[src/rtl/bsm_pkg.sv]
package bsm_pkg;

    typedef enum logic {
        ST_IDLE = 1'b0,
        ST_RUN  = 1'b1
    } run_state_t;

    // Selection for one radix-4 row: magnitude choice plus inversion.
    typedef struct packed {
        logic neg;
        logic one;
        logic two;
    } booth_sel_t;

    // Window {upper, middle, lower} of the digit mapped to 0, +-1, +-2.
    function automatic booth_sel_t booth_recode(input logic [2:0] win);
        booth_sel_t sel;
        sel = '0;
        case (win)
            3'b001, 3'b010: sel.one = 1'b1;
            3'b011:         sel.two = 1'b1;
            3'b100:         begin sel.neg = 1'b1; sel.two = 1'b1; end
            3'b101, 3'b110: begin sel.neg = 1'b1; sel.one = 1'b1; end
            default:        sel = '0;
        endcase
        return sel;
    endfunction

    // Rows fed to the tree: a power of two, at least four.
    function automatic int tree_rows(input int npp);
        int r;
        r = 4;
        while (r < npp + 1) r = r * 2;
        return r;
    endfunction

endpackage

[src/rtl/bsm_booth_rows.sv]
module bsm_booth_rows #(
    parameter int SEG_W = 32,
    parameter int DIG_W = 16,
    parameter int P_W   = SEG_W + DIG_W,
    parameter int NROW  = 16
) (
    input  logic [SEG_W-1:0]           seg,
    input  logic [DIG_W-1:0]           dig,
    output logic [NROW-1:0][P_W-1:0]   rows
);
    import bsm_pkg::*;

    localparam int NPP = DIG_W / 2;

    logic [P_W-1:0] mag1;
    logic [P_W-1:0] mag2;
    logic [NPP-1:0] negv;
    logic [P_W-1:0] corr;

    assign mag1 = {{(P_W-SEG_W){1'b0}}, seg};
    assign mag2 = mag1 << 1;

    for (genvar i = 0; i < NPP; i++) begin : g_pp
        logic [2:0]     win;
        booth_sel_t     sel;
        logic [P_W-1:0] pick;
        if (i == 0) begin : g_low
            assign win = {dig[1:0], 1'b0};
        end else begin : g_mid
            assign win = dig[2*i+1 : 2*i-1];
        end
        assign sel     = booth_recode(win);
        assign pick    = sel.two ? mag2 : (sel.one ? mag1 : '0);
        assign negv[i] = sel.neg;
        assign rows[i] = (sel.neg ? ~pick : pick) << (2 * i);
    end

    // Two's-complement completion: +1 at the base of every inverted row.
    always_comb begin
        corr = '0;
        for (int i = 0; i < NPP; i++) corr[2*i] = negv[i];
    end

    assign rows[NPP] = corr;

    for (genvar j = NPP + 1; j < NROW; j++) begin : g_pad
        assign rows[j] = '0;
    end

endmodule

[src/rtl/bsm_csa42.sv]
module bsm_csa42 #(
    parameter int W = 48
) (
    input  logic [W-1:0] a,
    input  logic [W-1:0] b,
    input  logic [W-1:0] c,
    input  logic [W-1:0] d,
    output logic [W-1:0] s,
    output logic [W-1:0] cy
);
    logic [W-1:0] x;
    logic [W-1:0] m1;
    logic [W-1:0] lat;
    logic [W-1:0] m2;

    // First adder level; its carry moves one bit up as the lateral carry.
    assign x   = a ^ b ^ c;
    assign m1  = (a & b) | (a & c) | (b & c);
    assign lat = {m1[W-2:0], 1'b0};

    // Second adder level absorbs the fourth input and the lateral carry.
    assign s   = x ^ d ^ lat;
    assign m2  = (x & d) | (x & lat) | (d & lat);
    assign cy  = {m2[W-2:0], 1'b0};

endmodule

[src/rtl/booth_seg_mul.sv]
module booth_seg_mul #(
    parameter int SEG_W = 32,
    parameter int DIG_W = 16,
    parameter int NSEG  = 4,
    localparam int MC_W  = SEG_W * NSEG,
    localparam int P_W   = SEG_W + DIG_W,
    localparam int IDX_W = $clog2(NSEG + 1)
) (
    input  logic             clk,
    input  logic             rst,
    input  logic             start,
    input  logic [MC_W-1:0]  mcand,
    input  logic [DIG_W-1:0] digit,
    output logic             busy,
    output logic             seg_valid,
    output logic [IDX_W-1:0] seg_idx,
    output logic             seg_last,
    output logic [P_W-1:0]   cs_sum,
    output logic [P_W-1:0]   cs_carry,
    output logic             prod_valid,
    output logic [IDX_W-1:0] prod_idx,
    output logic [P_W-1:0]   prod
);
    import bsm_pkg::*;

    localparam int NPP    = DIG_W / 2;
    localparam int NROW   = tree_rows(NPP);
    localparam int LAYERS = $clog2(NROW) - 1;
    localparam int NODES  = 2 * NROW - 2;
    localparam int SR_W   = MC_W + SEG_W;

    run_state_t       state_q;
    logic [SR_W-1:0]  sreg_q;
    logic [DIG_W-1:0] dig_q;
    logic [IDX_W-1:0] cnt_q;
    logic             at_end;

    assign busy   = (state_q == ST_RUN);
    assign at_end = (cnt_q == IDX_W'(NSEG));

    // Operand capture and slice stepping.
    always_ff @(posedge clk) begin
        if (rst) begin
            state_q <= ST_IDLE;
            sreg_q  <= '0;
            dig_q   <= '0;
            cnt_q   <= '0;
        end else if (state_q == ST_IDLE) begin
            if (start) begin
                sreg_q  <= {{SEG_W{mcand[MC_W-1]}}, mcand};
                dig_q   <= digit;
                cnt_q   <= '0;
                state_q <= ST_RUN;
            end
        end else begin
            sreg_q <= sreg_q >> SEG_W;
            cnt_q  <= cnt_q + 1'b1;
            if (at_end) state_q <= ST_IDLE;
        end
    end

    // Partial-product rows for the current slice.
    logic [NROW-1:0][P_W-1:0] rows;

    bsm_booth_rows #(
        .SEG_W (SEG_W),
        .DIG_W (DIG_W),
        .P_W   (P_W),
        .NROW  (NROW)
    ) u_rows (
        .seg  (sreg_q[SEG_W-1:0]),
        .dig  (dig_q),
        .rows (rows)
    );

    // Compressor tree: layer l occupies nodes from offset 2*NROW - 2*(NROW>>l).
    logic [P_W-1:0] node [NODES];

    for (genvar r = 0; r < NROW; r++) begin : g_leaf
        assign node[r] = rows[r];
    end

    for (genvar l = 0; l < LAYERS; l++) begin : g_layer
        localparam int OFF_IN  = 2 * NROW - 2 * (NROW >> l);
        localparam int OFF_OUT = 2 * NROW - 2 * (NROW >> (l + 1));
        for (genvar j = 0; j < (NROW >> l) / 4; j++) begin : g_cmp
            bsm_csa42 #(.W(P_W)) u_cmp (
                .a  (node[OFF_IN + 4*j]),
                .b  (node[OFF_IN + 4*j + 1]),
                .c  (node[OFF_IN + 4*j + 2]),
                .d  (node[OFF_IN + 4*j + 3]),
                .s  (node[OFF_OUT + 2*j]),
                .cy (node[OFF_OUT + 2*j + 1])
            );
        end
    end

    // Redundant output stage.
    always_ff @(posedge clk) begin
        if (rst) begin
            seg_valid <= 1'b0;
            seg_idx   <= '0;
            seg_last  <= 1'b0;
            cs_sum    <= '0;
            cs_carry  <= '0;
        end else begin
            seg_valid <= busy;
            seg_idx   <= cnt_q;
            seg_last  <= busy && at_end;
            cs_sum    <= node[NODES-2];
            cs_carry  <= node[NODES-1];
        end
    end

    // Carry-propagate stage, one slice behind the tree.
    always_ff @(posedge clk) begin
        if (rst) begin
            prod_valid <= 1'b0;
            prod_idx   <= '0;
            prod       <= '0;
        end else begin
            prod_valid <= seg_valid;
            prod_idx   <= seg_idx;
            prod       <= cs_sum + cs_carry;
        end
    end

endmodule

[config.mk]
export PLATFORM = sky130hd
export DESIGN_NAME = booth_seg_mul
export DESIGN_NICKNAME = d
export VERILOG_FILES = /design/src/rtl/bsm_pkg.sv /design/src/rtl/bsm_booth_rows.sv /design/src/rtl/bsm_csa42.sv /design/src/rtl/booth_seg_mul.sv
export SDC_FILE = /design/constraint.sdc
export NUM_CORES = 1
export LEC_CHECK = 0
export BUFFER_PORTS_ARGS = -buffer_cell sky130_fd_sc_hd__clkbuf_2
export CORE_MARGIN = 4
export CORE_UTILIZATION = 35
export CTS_BUF_LIST = sky130_fd_sc_hd__clkbuf_8
export DETAILED_ROUTE_END_ITERATION = 8
export GPL_ROUTABILITY_DRIVEN = 0
export SLEW_MARGIN = 20
export SYNTH_ARGS = -nofsm -noshare
export SYNTH_HDL_FRONTEND = slang
export SYNTH_SLANG_ARGS = --single-unit
export TNS_END_PERCENT = 1
[constraint.sdc]
create_clock -name clk -period 15.95 [get_ports clk]
set_input_delay 3.19 -clock clk [delete_from_list [all_inputs] [get_ports clk]]
set_output_delay 3.19 -clock clk [all_outputs]
set_load 0.1 [all_outputs]
# [Yosys cells after proc, flatten, opt, wreduce, memory -nomap -nowiden]
# Index checks and enable logic that the tools add are counted.
[word_totals] elab_cells=204 out_inout_bits=154 register_bits=302 ramBits=0 mem_bits_ro=0 latchBits=0 input_bits=147 mem_count=0
[op_classes] n_addsub=2 magnitude_cmp=0 multipliers=0 n_eq_ne=46 n_div=0 n_reduce_logical=27 mux=55 bitwise=60 shifts=0
[ops] op="$and A47 B47 Y47" count=20
[ops] op="$xor A48 B48 Y48" count=14
[ops] op="$or A47 B47 Y47" count=14
[ops] op="$mux W128" count=2
[ops] op="$mux W32" count=8
[ops] op="$mux W48" count=2
[ops] op="$and A47 B15 Y47" count=2
[ops] op="$mux W46" count=2
[ops] op="$mux W44" count=2
[ops] op="$mux W42" count=2
[ops] op="$mux W40" count=2
[ops] op="$mux W38" count=2
[ops] op="$mux W36" count=2
[ops] op="$mux W34" count=2
[ops] op="$eq A3 B3 Y1 const B" count=22
[ops] op="$add A48 B48 Y48" count=1
[ops] op="$not A48 Y48" count=1
[ops] op="$xor A48 B15 Y48" count=1
[ops] op="$not A46 Y46" count=1
[ops] op="$not A44 Y44" count=1
[ops] op="$eq A3 B2 Y1 const B" count=14
[ops] op="$not A42 Y42" count=1
[ops] op="$not A40 Y40" count=1
[ops] op="$not A38 Y38" count=1
[ops] op="other kinds (15)" count=70

# [Longest topological paths before layout]
[depth] ltp_word=23 mapped_depth=19 depth_no_buf=17

# [Hierarchy]
# Synthesis repeated with hierarchy kept, for this count alone.
[unflattened] cells_unflattened=3661 area_unflattened_um2=37223.2
[modules_own_cells] module="bsm_csa42" n_inst=7 cells_each=99 area_each_um2=1925.6 seq_area_each_um2=0.0
[modules_own_cells] module="booth_seg_mul" n_inst=1 cells_each=1489 area_each_um2=13083.8 seq_area_each_um2=6045.8
[modules_own_cells] module="bsm_booth_rows" n_inst=1 cells_each=1479 area_each_um2=10660.2 seq_area_each_um2=0.0

# [Least setup slack after synthesis]
# OpenSTA, ideal clock, no wires.
[synth_timing] path_kind="register to register" from="reg dig_q[13]" to="reg cs_sum[47]" arrival_ns=4.936 setup_ns=0.128 stages_incl_launch_ff=18 path_slack_ns=10.887 cell_sequence="dfxtp_1 clkbuf_1 inv_1 ha_1 o31ai_1 clkinv_1 clkbuf_1 xnor2_1 fa_1 fa_1 fa_1 inv_1 ha_1 xnor2_1 xnor2_1 xnor2_1 xnor2_1 nor2_1"
[synth_via] elab_chain_cells=21 word_cells_on_any_way=64 classes_between="eq/ne: 12; mux: 12; bitwise: 34; reduce/logical: 6"
[synth_rtl] item="start, declared" line_no="booth_seg_mul.sv:34" source="logic [DIG_W-1:0] dig_q;"
[synth_rtl] item="start signal, assigned" line_no="booth_seg_mul.sv:51" source="dig_q <= digit;"
[synth_rtl] item="$eq A3 B1 Y1, or another cell as far along" line_no="bsm_pkg.sv:19" source="case (win)"
[synth_rtl] item="$reduce_or A4 Y1 (no source line)"
[synth_rtl] item="$mux W1" line_no="bsm_pkg.sv:19"
[synth_rtl] item="$mux W32" line_no="bsm_booth_rows.sv:33" source="assign pick = sel.two ? mag2 : (sel.one ? mag1 : '0);"
[synth_rtl] item="$mux W36" line_no="bsm_booth_rows.sv:33"
[synth_rtl] item="$not A36 Y36" line_no="bsm_booth_rows.sv:35" source="assign rows[i] = (sel.neg ? ~pick : pick) << (2 * i);"
[synth_rtl] item="$mux W36" line_no="bsm_booth_rows.sv:35"
[synth_rtl] item="$and A47 B47 Y47" line_no="bsm_csa42.sv:18" source="assign m1 = (a & b) | (a & c) | (b & c);"
[synth_rtl] item="$or A47 B47 Y47 (2 in a row)" line_no="bsm_csa42.sv:18"
[synth_rtl] item="$xor A48 B48 Y48" line_no="bsm_csa42.sv:22" source="assign s = x ^ d ^ lat;"
[synth_rtl] item="$and A47 B47 Y47" line_no="bsm_csa42.sv:18"
[synth_rtl] item="$or A47 B47 Y47 (2 in a row)" line_no="bsm_csa42.sv:18"
[synth_rtl] item="$and A47 B47 Y47" line_no="bsm_csa42.sv:23" source="assign m2 = (x & d) | (x & lat) | (d & lat);"
[synth_rtl] item="$or A47 B47 Y47 (2 in a row)" line_no="bsm_csa42.sv:23"
[synth_rtl] item="$and A47 B47 Y47" line_no="bsm_csa42.sv:18"
[synth_rtl] item="$or A47 B47 Y47 (2 in a row)" line_no="bsm_csa42.sv:18"
[synth_rtl] item="$xor A48 B48 Y48 *" line_no="bsm_csa42.sv:22"
[synth_rtl] item="end signal, assigned" line_no="booth_seg_mul.sv:110" source="cs_sum <= node[NODES-2];"
[synth_rtl] item="end, declared" line_no="booth_seg_mul.sv:18" source="output logic [P_W-1:0] cs_sum,"
# Mark *: on every way between the ends. The rest lies on a longest branch, timed or not.
# A chain may end at the register's enable or synchronous reset.

# [Worst setup path after layout]
[layout_timing] from="reg dig_q[1]" to="reg cs_sum[14]"
[layout_via] elab_chain_cells=23 word_cells_on_any_way=64 classes_between="eq/ne: 9; mux: 12; bitwise: 38; reduce/logical: 5"
[layout_rtl] item="$eq A3 B1 Y1, or another cell as far along" line_no="bsm_pkg.sv:19"
[layout_rtl] item="$reduce_or A4 Y1 (no source line) / $reduce_or A2 Y1 (equally long branches)"
[layout_rtl] item="$mux W1" line_no="bsm_pkg.sv:19"
[layout_rtl] item="$mux W32" line_no="bsm_booth_rows.sv:33"
[layout_rtl] item="$mux W46 / $mux W48 (equally long branches)" line_no="bsm_booth_rows.sv:33"
[layout_rtl] item="$not A46 Y46 / $not A48 Y48 (equally long branches)" line_no="bsm_booth_rows.sv:35"
[layout_rtl] item="$mux W46 / $mux W48 (equally long branches)" line_no="bsm_booth_rows.sv:35"
[layout_rtl] item="$and A47 B47 Y47" line_no="bsm_csa42.sv:18"
[layout_rtl] item="(+5 left out)"
[layout_rtl] item="$and A47 B47 Y47" line_no="bsm_csa42.sv:18"
[layout_rtl] item="$or A47 B47 Y47 (2 in a row)" line_no="bsm_csa42.sv:18"
[layout_rtl] item="$and A47 B47 Y47" line_no="bsm_csa42.sv:23"
[layout_rtl] item="$or A47 B47 Y47 (2 in a row)" line_no="bsm_csa42.sv:23"
[layout_rtl] item="$and A47 B47 Y47" line_no="bsm_csa42.sv:18"
[layout_rtl] item="$or A47 B47 Y47 (2 in a row)" line_no="bsm_csa42.sv:18"
[layout_rtl] item="$xor A48 B48 Y48 *" line_no="bsm_csa42.sv:22"
[layout_rtl] item="net g_layer[2].g_cmp[0].u_cmp.s[14]" line_no="bsm_csa42.sv:8" source="output logic [W-1:0] s,"
# The timed path passes the listed nets; every way through them passes the cells marked *.

==> impl_metrics.csv <==
group,metric,value,unit
floorplan,row_count,99,
logic_synthesis,netlist_area,0.0260,mm^2
logic_synthesis,seq_area_frac_synth,0.229,
logic_synthesis,ys_warn_count,0,
clock_tree,cts-root-buf,"clkbuf_8",
finish,fin_nets,3792,
global_route,grt_max_degree,107,
sta,tightestPinTransition,1.13,ns
detailed_routing,post_drt_wl_per_cell,18.6,um
critical_path,cp_top_family,"adder cells",
sta,fmax,0.185,GHz
global_route,busiest_layer,"met2",
clock_tree,numClockSinks,297,
critical_path,cp-end-kind,"register",
floorplan,die-area,0.0786,mm^2
sta,finalSetupViolations,0,
logic_synthesis,yosys.area.top_type,"dfxtp_1",
finish,fin_cells,4285,
global_route,grt_pass1_wl,124,mm
clock_tree,post_cts_buffers,0,
placement,hpwl,57.8,mm
logic_synthesis,synth_area_leaders,"dfxtp_1, fa_1, nor2_1",
floorplan,chipWidth,280,um
finish,final_common_cell,"nor2_1",
power_and_ir_drop,power_density,133,mW/mm^2
clock_tree,clkTransAtPathRegs,0.06,ns
placement,io_buffers,295,
clock_tree,cts_hold_buffers,0,
sta,fin_skew,0.0570,ns
detailed_routing,ant_nets,0,
global_route,globalRouteMet3Util,0.0432,
status,status,"complete, no violations",
critical_path,critPathRequiredTime,16.44,ns
sta,slew_violations,0,
logic_synthesis,yosysUniqueCellTypes,66,
detailed_routing,drt_iter0_drc,1821,
critical_path,cpPeakStageDelay,0.97,ns
global_route,grt_use_met2,0.312,
worst_hold_path,hold_class,"register to register",
global_route,overflow,0,
global_route,grt_usage,0.198,
critical_path,crit_path_start_kind,"register",
sta,whs,0.449,ns
logic_synthesis,syn_inst,3158,
logic_synthesis,synth_top_area_share,0.229,
global_route,gr-usage-met1,0.276,
sta,finalHoldViolations,0,
placement,dp.cells,4179,
clock_tree,cts_max_path_buffers,3,
finish,drive_gt1_frac,0.143,
critical_path,timing.critical_path.buf_inv,3,
run,max-cap-violations,0,
logic_synthesis,async_flop_share,0,
global_route,grt_pass1_vias,20887,
global_route,antenna_found_initial,6,
sta,fin_crit,5.41,ns
clock_tree,cts_resized,0,
critical_path,criticalPathCategory,"register to register",
critical_path,worstPathArrival,5.90,ns
sta,fin_crit_sh,0.339,
detailed_routing,dr.pass1.iters,5,
detailed_routing,viasPerCell,5.05,
critical_path,worstPathMaxFanout,62,
floorplan,coreArea,0.0732,mm^2
sta,relSlewSlack,0.248,
clock_tree,clk_latency,0.68,ns
clock_tree,cts_buffers,56,
logic_synthesis,synth_edf_count,0,
floorplan,ios,301,
logic_synthesis,synth_seq_cells,297,
detailed_routing,wl,79.7,mm
sta,setup_tns,0,ns
sta,rsz0062_at_grt,"no",
detailed_routing,vias,21621,
critical_path,critical-path-slowest-cell,"or3_1",
power_and_ir_drop,irDropWorstVdd,89.8,uV
critical_path,crit_top_cell,"fa_1",
logic_synthesis,synth.avg_cell_area,8.22,um^2
finish,area_delta_synth_final,13.2,%
clock_tree,cts_tree,"done",
clock_tree,htree_levels,2,
detailed_routing,drcViolationCount,0,
logic_synthesis,ys.flop_type,"dfxtp_1",
critical_path,path_cells,"buf_4, or3_1, nor2_1, a221o_1, fa_1, inv_1, fa_1, fa_1, fa_1, inv_1, fa_1, ha_1, nor2b_1",
floorplan,die_h,280,um
power_and_ir_drop,leakage,0.0136,uW
floorplan,initial_core_util,0.355,
finish,final_cell_mix,"nor2_1, inv_1, clkbuf_2, dfxtp_1, a21oi_1",
-- layer usage --
| metal | up-vias | wire (um) |
|---|---|---|
| met3 | 118 | 6580 |
| met2 | 823 | 35000 |
| met4 | 8 | 1790 |
| met5 | - | 51 |
| li1 | 10553 | - |
| met1 | 10119 | 36300 |
-- kinds of logic (layout without fill, tap and decap cells) --
logic type      count (synthesis)  after routing  share of synthesized area
buf+inv                       576            736                     0.0842
other cells                     1              9                   0.000144
xor+xnor                      299            299                      0.101
flops                         297            297                      0.229
simple gates                  856            856                      0.145
mux                           104            104                     0.0405
compound gates                658            658                      0.162
fa+ha+maj                     367            367                      0.239
-- flip-flops by register name, summed over array words and instances (netlist names) --
name and cells:
cs_sum 48, prod_valid 1, cnt_q 3, prod_idx 3, cs_carry 43, busy 1
seg_valid 1, sreg_q 129, seg_idx 3, prod 48, dig_q 16, seg_last 1
-- power breakdown --
group          total [uW]  switching (uW)  internal [uW]
Combinational        2100            1440            657
Clock                 845             357            488
Sequential            956            95.2            861
-- cell type report --
| cell class | instances | area [um^2] |
|---|---|---|
| Fill cell | 7427 | 43800 |
| Multi-Input combinational cell | 2289 | 18000 |
| Sequential cell | 297 | 5970 |
| Timing Repair Buffer | 349 | 1900 |
| Tap cell | 959 | 1200 |
| Inverter | 285 | 1070 |
| Clock buffer | 65 | 895 |
| Clock inverter | 37 | 372 |
| Antenna cell | 4 | 10.0 |
-- synth_stat cells, types with 95 or more instances --
cell type and instances:
nor2_1 534, a21oi_1 223, dfxtp_1 297, a211oi_1 142, xor2_1 95, nand2_1 104, fa_1 214, ha_1 153
o21ai_0 100, mux2i_1 98, nor2b_1 138, xnor2_1 204, clkbuf_1 215, inv_1 284
-- through the flow --
| step | worst slack [ns] | power (uW) | util | area (um^2) |
|---|---|---|---|---|
| 2_1_floorplan | 10.89 | 2590 | - | 26000 |
| 6_report | 10.54 | 3900 | 0.401 | 29400 |
| 4_1_cts | 10.56 | 3940 | 0.401 | 29400 |
| 3_5_place_dp | 10.52 | 3070 | 0.384 | 28100 |
| 3_3_place_gp | 10.29 | 3040 | 0.384 | 28100 |
| 5_1_grt | 10.25 | 4210 | 0.401 | 29400 |
-- final timing paths --
path,start,end,slack (ns),cells past startpoint
worst max-delay path,dig_q[1],cs_sum[14],10.54,13
worst min-delay path,seg_idx[1],prod_idx[1],0.45,1
worst max register to register,dig_q[1],cs_sum[14],10.54,13
worst min register to register,seg_idx[1],prod_idx[1],0.45,1
Note: power is estimated with default switching activity, not from simulation.
